==> config.mk <==
export PLATFORM = sky130hd
export DESIGN_NAME = dma_chctl_regs
export DESIGN_NICKNAME = d
export VERILOG_FILES = /design/src/rtl/dma_chctl_pkg.sv /design/src/rtl/dma_chctl_mbits.sv /design/src/rtl/dma_chctl_sticky.sv /design/src/rtl/dma_chctl_regs.sv
export SDC_FILE = /design/constraint.sdc
export NUM_CORES = 1
export LEC_CHECK = 0
export ABC_CLOCK_PERIOD_IN_PS = 1380
export BUFFER_PORTS_ARGS = -buffer_cell sky130_fd_sc_hd__buf_2
export CAP_MARGIN = 20
export CORE_UTILIZATION = 45
export CTS_CLUSTER_SIZE = 20
export DETAILED_ROUTE_END_ITERATION = 10
export GPL_ROUTABILITY_DRIVEN = 0
export PLACE_DENSITY_LB_ADDON = 0.15
export REMOVE_ABC_BUFFERS = 1
export SLEW_MARGIN = 20
export SYNTH_ARGS = -nofsm -noshare
export SYNTH_HDL_FRONTEND = slang
export SYNTH_SLANG_ARGS = --single-unit
==> constraint.sdc <==
create_clock -name clk -period 1.38 [get_ports clk]
set_input_delay 0.138 -clock clk [delete_from_list [all_inputs] [get_ports clk]]
set_output_delay 0.138 -clock clk [all_outputs]
set_load 0.02 [all_outputs]
==> src/rtl/dma_chctl_pkg.sv <==
package dma_chctl_pkg;
  localparam int BUS_W      = 32;
  localparam int ADDR_W     = 8;
  localparam int MAX_CH     = 16;
  localparam int COMPACT_CH = 8;

  localparam logic [ADDR_W-1:0] OFS_CHEN   = 8'h18;
  localparam logic [ADDR_W-1:0] OFS_CHSUSP = 8'h20;
  localparam logic [ADDR_W-1:0] OFS_STS    = 8'h30;
  localparam logic [ADDR_W-1:0] OFS_STSCLR = 8'h38;

  // Compact-layout field bases
  localparam int CMP_EN_WE   = 8;
  localparam int CMP_SUSP    = 16;
  localparam int CMP_SUSP_WE = 24;
  // Extended-layout field bases
  localparam int EXT_WE      = 16;

  function automatic bit layout_is_ext(int n);
    return n > COMPACT_CH;
  endfunction
endpackage

==> src/rtl/dma_chctl_mbits.sv <==
module dma_chctl_mbits #(
  parameter int N = 8
) (
  input  logic         clk,
  input  logic         rst_n,
  input  logic         wr_i,
  input  logic [N-1:0] val_i,
  input  logic [N-1:0] we_i,
  input  logic [N-1:0] hw_clr_i,
  output logic [N-1:0] q_o
);
  logic [N-1:0] q_r, q_nxt;

  always_comb begin
    q_nxt = q_r;
    if (wr_i) q_nxt = (q_r & ~we_i) | (val_i & we_i);
    q_nxt = q_nxt & ~hw_clr_i;
  end

  always_ff @(posedge clk or negedge rst_n) begin
    if (!rst_n) q_r <= '0;
    else        q_r <= q_nxt;
  end

  assign q_o = q_r;


  masked_hold_chk: assert property (@(posedge clk) disable iff (!rst_n)
    1'b1 |=> (((q_o ^ $past(q_o)) & ~$past(we_i & {N{wr_i}}) & ~$past(hw_clr_i)) == '0));


  hw_clear_wins_chk: assert property (@(posedge clk) disable iff (!rst_n)
    (hw_clr_i != '0) |=> ((q_o & $past(hw_clr_i)) == '0));
endmodule

==> src/rtl/dma_chctl_sticky.sv <==
module dma_chctl_sticky #(
  parameter int N = 8
) (
  input  logic         clk,
  input  logic         rst_n,
  input  logic [N-1:0] set_i,
  input  logic [N-1:0] clr_i,
  output logic [N-1:0] q_o
);
  logic [N-1:0] q_r;

  always_ff @(posedge clk or negedge rst_n) begin
    if (!rst_n) q_r <= '0;
    else        q_r <= (q_r & ~clr_i) | set_i;
  end

  assign q_o = q_r;


  sts_set_chk: assert property (@(posedge clk) disable iff (!rst_n)
    (set_i != '0) |=> ((q_o & $past(set_i)) == $past(set_i)));


  sts_clear_chk: assert property (@(posedge clk) disable iff (!rst_n)
    ((clr_i & ~set_i) != '0) |=> ((q_o & $past(clr_i & ~set_i)) == '0));
endmodule

==> src/rtl/dma_chctl_regs.sv <==
module dma_chctl_regs
  import dma_chctl_pkg::*;
#(
  parameter int NUM_CH = 12
) (
  input  logic              clk,
  input  logic              rst_n,
  input  logic              reg_wr_i,
  input  logic [ADDR_W-1:0] reg_addr_i,
  input  logic [BUS_W-1:0]  reg_wdata_i,
  output logic [BUS_W-1:0]  reg_rdata_o,
  input  logic [NUM_CH-1:0] ch_done_i,
  input  logic [NUM_CH-1:0] ch_susp_ack_i,
  output logic [NUM_CH-1:0] ch_en_o,
  output logic [NUM_CH-1:0] ch_susp_o
);
  localparam bit EXT = layout_is_ext(NUM_CH);

  logic              wr_chen, wr_clr, susp_wr;
  logic [NUM_CH-1:0] en_we, susp_val, susp_we;
  logic [NUM_CH-1:0] en_q, susp_q, sts_q, sts_set, sts_clr;
  logic [BUS_W-1:0]  rd_chen, rd_susp;
  logic              unused_wdata;

  assign unused_wdata = ^reg_wdata_i;
  assign wr_chen = reg_wr_i && (reg_addr_i == OFS_CHEN);
  assign wr_clr  = reg_wr_i && (reg_addr_i == OFS_STSCLR);

  generate
    if (EXT) begin : g_ext
      assign en_we    = reg_wdata_i[EXT_WE +: NUM_CH];
      assign susp_wr  = reg_wr_i && (reg_addr_i == OFS_CHSUSP);
      assign susp_val = reg_wdata_i[0 +: NUM_CH];
      assign susp_we  = reg_wdata_i[EXT_WE +: NUM_CH];
      always_comb begin
        rd_chen = '0;
        rd_chen[0 +: NUM_CH] = en_q;
        rd_susp = '0;
        rd_susp[0 +: NUM_CH] = susp_q;
      end
    end else begin : g_cmp
      assign en_we    = reg_wdata_i[CMP_EN_WE +: NUM_CH];
      assign susp_wr  = wr_chen;
      assign susp_val = reg_wdata_i[CMP_SUSP +: NUM_CH];
      assign susp_we  = reg_wdata_i[CMP_SUSP_WE +: NUM_CH];
      always_comb begin
        rd_chen = '0;
        rd_chen[0 +: NUM_CH]        = en_q;
        rd_chen[CMP_SUSP +: NUM_CH] = susp_q;
        rd_susp = '0;
      end
    end
  endgenerate

  dma_chctl_mbits #(.N(NUM_CH)) u_en (
    .clk(clk), .rst_n(rst_n), .wr_i(wr_chen),
    .val_i(reg_wdata_i[0 +: NUM_CH]), .we_i(en_we),
    .hw_clr_i(ch_done_i), .q_o(en_q)
  );

  dma_chctl_mbits #(.N(NUM_CH)) u_susp (
    .clk(clk), .rst_n(rst_n), .wr_i(susp_wr),
    .val_i(susp_val), .we_i(susp_we),
    .hw_clr_i('0), .q_o(susp_q)
  );

  assign sts_set = ch_susp_ack_i & en_q & susp_q;
  assign sts_clr = wr_clr ? reg_wdata_i[0 +: NUM_CH] : '0;

  dma_chctl_sticky #(.N(NUM_CH)) u_sts (
    .clk(clk), .rst_n(rst_n), .set_i(sts_set), .clr_i(sts_clr), .q_o(sts_q)
  );

  always_comb begin
    reg_rdata_o = '0;
    case (reg_addr_i)
      OFS_CHEN:   reg_rdata_o = rd_chen;
      OFS_CHSUSP: reg_rdata_o = rd_susp;
      OFS_STS:    reg_rdata_o[0 +: NUM_CH] = sts_q;
      default:    reg_rdata_o = '0;
    endcase
  end

  assign ch_en_o   = en_q;
  assign ch_susp_o = susp_q;
endmodule

# After elaboration in Yosys (flattened, before gate mapping)
# Cells that the tools add are included.
# classes
n_reduce_logical,3
n_bitwise,13
n_mux,3
n_eq_ne,4
# op_table
cell,n
bitwise AND 12 bit,7
inverter 12 bit,3
OR 12 bit,3
case mux 12 bit (3 select lines),1
== test 8 x 6 -> 1 bit (second input constant),3
two-way mux 12 bit,2
== test 8 x 5 -> 1 bit (second input constant),1
logical AND 1 bit,3
# totals
out_inout_bits,56
register_bits,36
input_bits,67
word_cells,26

# Logic depth before layout (Yosys ltp)
# logic_depth
word_depth,6
mapped_depth,5

# Cells and area by module
# From an unflattened synthesis, not the netlist that was laid out.
# hier_totals
cells_unflattened,247
hier_area_um2,2433.6
# modules_own_cells
module,area_each_um2,cells_per_inst,n_inst,seq_area_each_um2
dma_chctl_mbits,596.8,50,2,300.3
dma_chctl_regs,804.5,111,1,0.0
dma_chctl_sticky,435.4,36,1,300.3

# Least setup slack after synthesis
# OpenSTA, ideal clock, no wires.
# synth_path
kind,input -> output
startpoint,in reg_addr_i[2]
endpoint,out reg_rdata_o[10]
setup_slack_ns,0.023
t_arrival_ns,1.219
required_ns,1.242
cell_stages,5
cell_sequence,nor4_4 buf_6 buf_2 nand3_1 nand3_1
# synth_between
elab_chain_len,2
word_cells_on_any_way,4
cone_classes,eq/ne: 3; mux: 1
# synth_lines
item,line,source
"start, declared",dma_chctl_regs.sv:9,"input logic [ADDR_W-1:0] reg_addr_i,"
== test 8 x 6 -> 1 bit or == test 8 x 5 -> 1 bit (tied branches),dma_chctl_regs.sv:76,case (reg_addr_i)
case mux 12 bit (3 select lines) (*),dma_chctl_regs.sv:76,
"end, declared",dma_chctl_regs.sv:11,"output logic [BUS_W-1:0] reg_rdata_o,"
# Mark *: on every way between the ends. The rest lies on a longest branch, timed or not.

# Worst setup path after layout
# layout_path
startpoint,in reg_addr_i[0]
endpoint,out reg_rdata_o[4]
# Same word-level chain as after synthesis.

==> flow_metrics.env <==
export IMPL_final_setup_skew_ns=0.00424
export IMPL_critPathKind="in -> out"
export IMPL_cp_slowest_cell="nor4_4"
export IMPL_synth_most_common_cell="nand3_1"
export IMPL_crit_family="buffers and inverters"
export IMPL_path_buf_inv=4
export IMPL_synthTopCellsByCount="nand3_1 (48), dfrtp_1 (36), nand4_1 (36)"
export IMPL_cts_tree="yes"
export IMPL_core_um2=4720
export IMPL_path_cells="buf_2, nor4_4, buf_6, clkbuf_16, nand3_1, nand3_1, buf_4"
export IMPL_use_met1_pct=28.8
export IMPL_finalSetupViolations=0
export IMPL_drive_above_1_share_pct=41.0
export IMPL_p_sw_uw=577
export IMPL_dp_cells=376
export IMPL_area_growth_pct=38.2
export IMPL_ys_async_sr_fraction_pct=100
export IMPL_yosysSeqAreaShare_pct=40.5
export IMPL_slowest_delay_ns=0.29
export IMPL_hold_viol_final=0
export IMPL_cp_arrival_ns=1.22
export IMPL_first_pass_iters=4
export IMPL_irDropWorstVdd_mv=0.561
export IMPL_seqPwrFrac_pct=48.9
export IMPL_wirelength_um=6240
export IMPL_p_comb_share_pct=16.5
export IMPL_fmax_ghz=0.735
export IMPL_grt_busiest_layer="met2"
export IMPL_via_per_inst=5.57
export IMPL_holdPathStages=2
export IMPL_cts_sinks=36
export IMPL_root_buffer="clkbuf_8"
export IMPL_powerDensity_nw_per_um2=715
export IMPL_synth_warnings=0
export IMPL_clkPwrFrac_pct=34.6
export IMPL_maxSlewViolCount=0
export IMPL_power_leakage_nw=1.59
export IMPL_netSwitchingFraction_pct=26.3
export IMPL_clock_path_buffers=2
export IMPL_port_buffers=94
export IMPL_num_vias=2204
export IMPL_synthCells=223
export IMPL_rr_worst_depth=1
export IMPL_detail_route_antenna_nets=0
export IMPL_start_kind="primary input"
export IMPL_regArea_um2=901
export IMPL_num_antenna_cells=0
export IMPL_die_width_um=72.3
export IMPL_num_rows=25
export IMPL_multiInputGateArea_um2=1190
export IMPL_totalPowerFinal_mw=2.20
export IMPL_intPower_mw=1.62
export IMPL_grt_max_degree=37
export IMPL_netlist_area_um2=2220
export IMPL_fp_dieH_um=72.3
export IMPL_avgSynthCellArea_um2=9.96
export IMPL_dp_hpwl_um=3930
export IMPL_cts_buffers=5
export IMPL_overflow=0
export IMPL_synth_top_area_share_pct=40.5
export IMPL_hp_class="in -> reg"
export IMPL_hp_start="ch_susp_ack_i[1]"
export IMPL_clk_pin_slew_worst_paths_ns=0.07
export IMPL_hold_slack_ns=0.105
export IMPL_synth_edff_count=0
export IMPL_drc=0
export IMPL_holdPathEnd="u_sts.q_o[1]"
export IMPL_ys_types=17
export IMPL_final_cells=396
export IMPL_fin_crit_ns=1.36
export IMPL_drv_cap=0
export IMPL_htree_levels=2
export IMPL_synth_largest_area_cell="dfrtp_1"
export IMPL_postLayoutCellArea_um2=3070
export IMPL_path_common_cell="nand3_1"
export IMPL_fill_cells=397
export IMPL_required_ns=1.24
export IMPL_worst_r2r_setup_slack_ns=0.54
export IMPL_grt_pass1_vias=1987
export IMPL_placed_area_um2=2780
export IMPL_synth_top_cells_by_area="dfrtp_1 (41%), nand3_1 (11%), nand4_1 (10%), buf_4 (6.8%), nand2b_1 (6.8%)"
export IMPL_clkLatencyLatePin_ns=0.28
export IMPL_yosys_most_used_dff="dfrtp_1"
export IMPL_start_util_pct=47.0
export IMPL_ios=123
export IMPL_worstPathMaxFanout=17
export IMPL_gr_usage_met3_pct=5.56
export IMPL_drt_iter0_markers=213
export IMPL_fin_crit_sh_pct=98.6
export IMPL_synth_seq_cells=36
export IMPL_nNetsFinal=395
export IMPL_critical_path_endpoint_type="output port"
export IMPL_grt_antenna_before_repair=0
export IMPL_final_util_pct=65.0
export IMPL_grt_use_total_pct=22.0
export IMPL_rsz0062_at_grt="true"
export IMPL_die_area_um2=5220
export IMPL_grt_use_met2_pct=35.3
export IMPL_status="finished, final reports clean"
export IMPL_grt_pass1_wl_um=8990
export IMPL_wire_per_inst_um=15.8
-- timing repair --
item / 4_1_cts / 5_1_grt
endpoints found under the hold margin: 18 / 0
gates resized for setup: 0 / 14
setup endpoints to repair: 0 / 11
hold buffers: 1 / 0
buffers inserted: 0 / 7
-- how the worst max path moves through the flow --
stage                              from              to  depth (start not counted)
after global placement    reg_addr_i[2]       flip-flop                          5
after detailed placement  reg_addr_i[2]       flip-flop                          5
after global routing      reg_addr_i[0]  reg_rdata_o[3]                          7
final                     reg_addr_i[0]  reg_rdata_o[4]                          7
after CTS                 reg_addr_i[2]  reg_rdata_o[3]                          6
after floorplan           reg_addr_i[6]  reg_rdata_o[0]                          3
-- cells in the final DEF, fill, tap and decap left out, types with 2 or more instances in the layout --
cell type and instances:
a32o_1 12, buf_12 5, buf_2 84, buf_4 19
buf_6 3, clkbuf_1 2, clkbuf_16 4, clkbuf_8 6
conb_1 20, dfrtp_1 36, mux2_1 4, mux2_2 8
mux2i_1 12, nand2b_1 24, nand3_1 47, nand4_1 36
nor4b_4 3
-- through the flow --
| stage | setup TNS (ns) | setup slack, ns |
|---|---|---|
| 2_1_floorplan | -35.41 | -1.11 |
| 5_1_grt | -0.190 | -0.0234 |
| 4_1_cts | 0 | 0.0406 |
| 3_3_place_gp | -0.0228 | -0.00956 |
| 3_5_place_dp | -0.111 | -0.0343 |
| 6_report | 0 | 0.0188 |
-- cell families after synthesis --
logic type / Yosys count / share of synthesized area, %
simple gates: 113 / 31.9
buf+inv: 37 / 10.5
flops: 36 / 40.5
mux: 24 / 11.5
compound gates: 12 / 5.41
other cells: 1 / 0.169
-- cell type report --
class	instances	share of cell area (%)
clock buffers	8	2.93
multi-input cells	169	38.7
flip-flops and latches	36	29.3
well taps	67	2.73
repair buffers	116	26.3
-- power groups by stage --
stage | Clock, mW | Sequential [mW] | Combinational [mW]
floorplan | 0 | 1.11 | 0.107
global placement | 0 | 1.09 | 0.329
detailed placement | 0 | 1.09 | 0.329
CTS | 0.778 | 1.07 | 0.333
global route | 0.837 | 1.08 | 0.389
finish | 0.760 | 1.07 | 0.362
-- routing by layer --
layer	part of all wire, %	vias to the layer above	wire length (µm)
li1	-	1026	-
met1	44	1075	2740
met2	49	95	3030
met3	6.3	8	393
met4	1.3	0	79
met5	0	-	0
No activity file was read; power rests on OpenSTA's default activity.
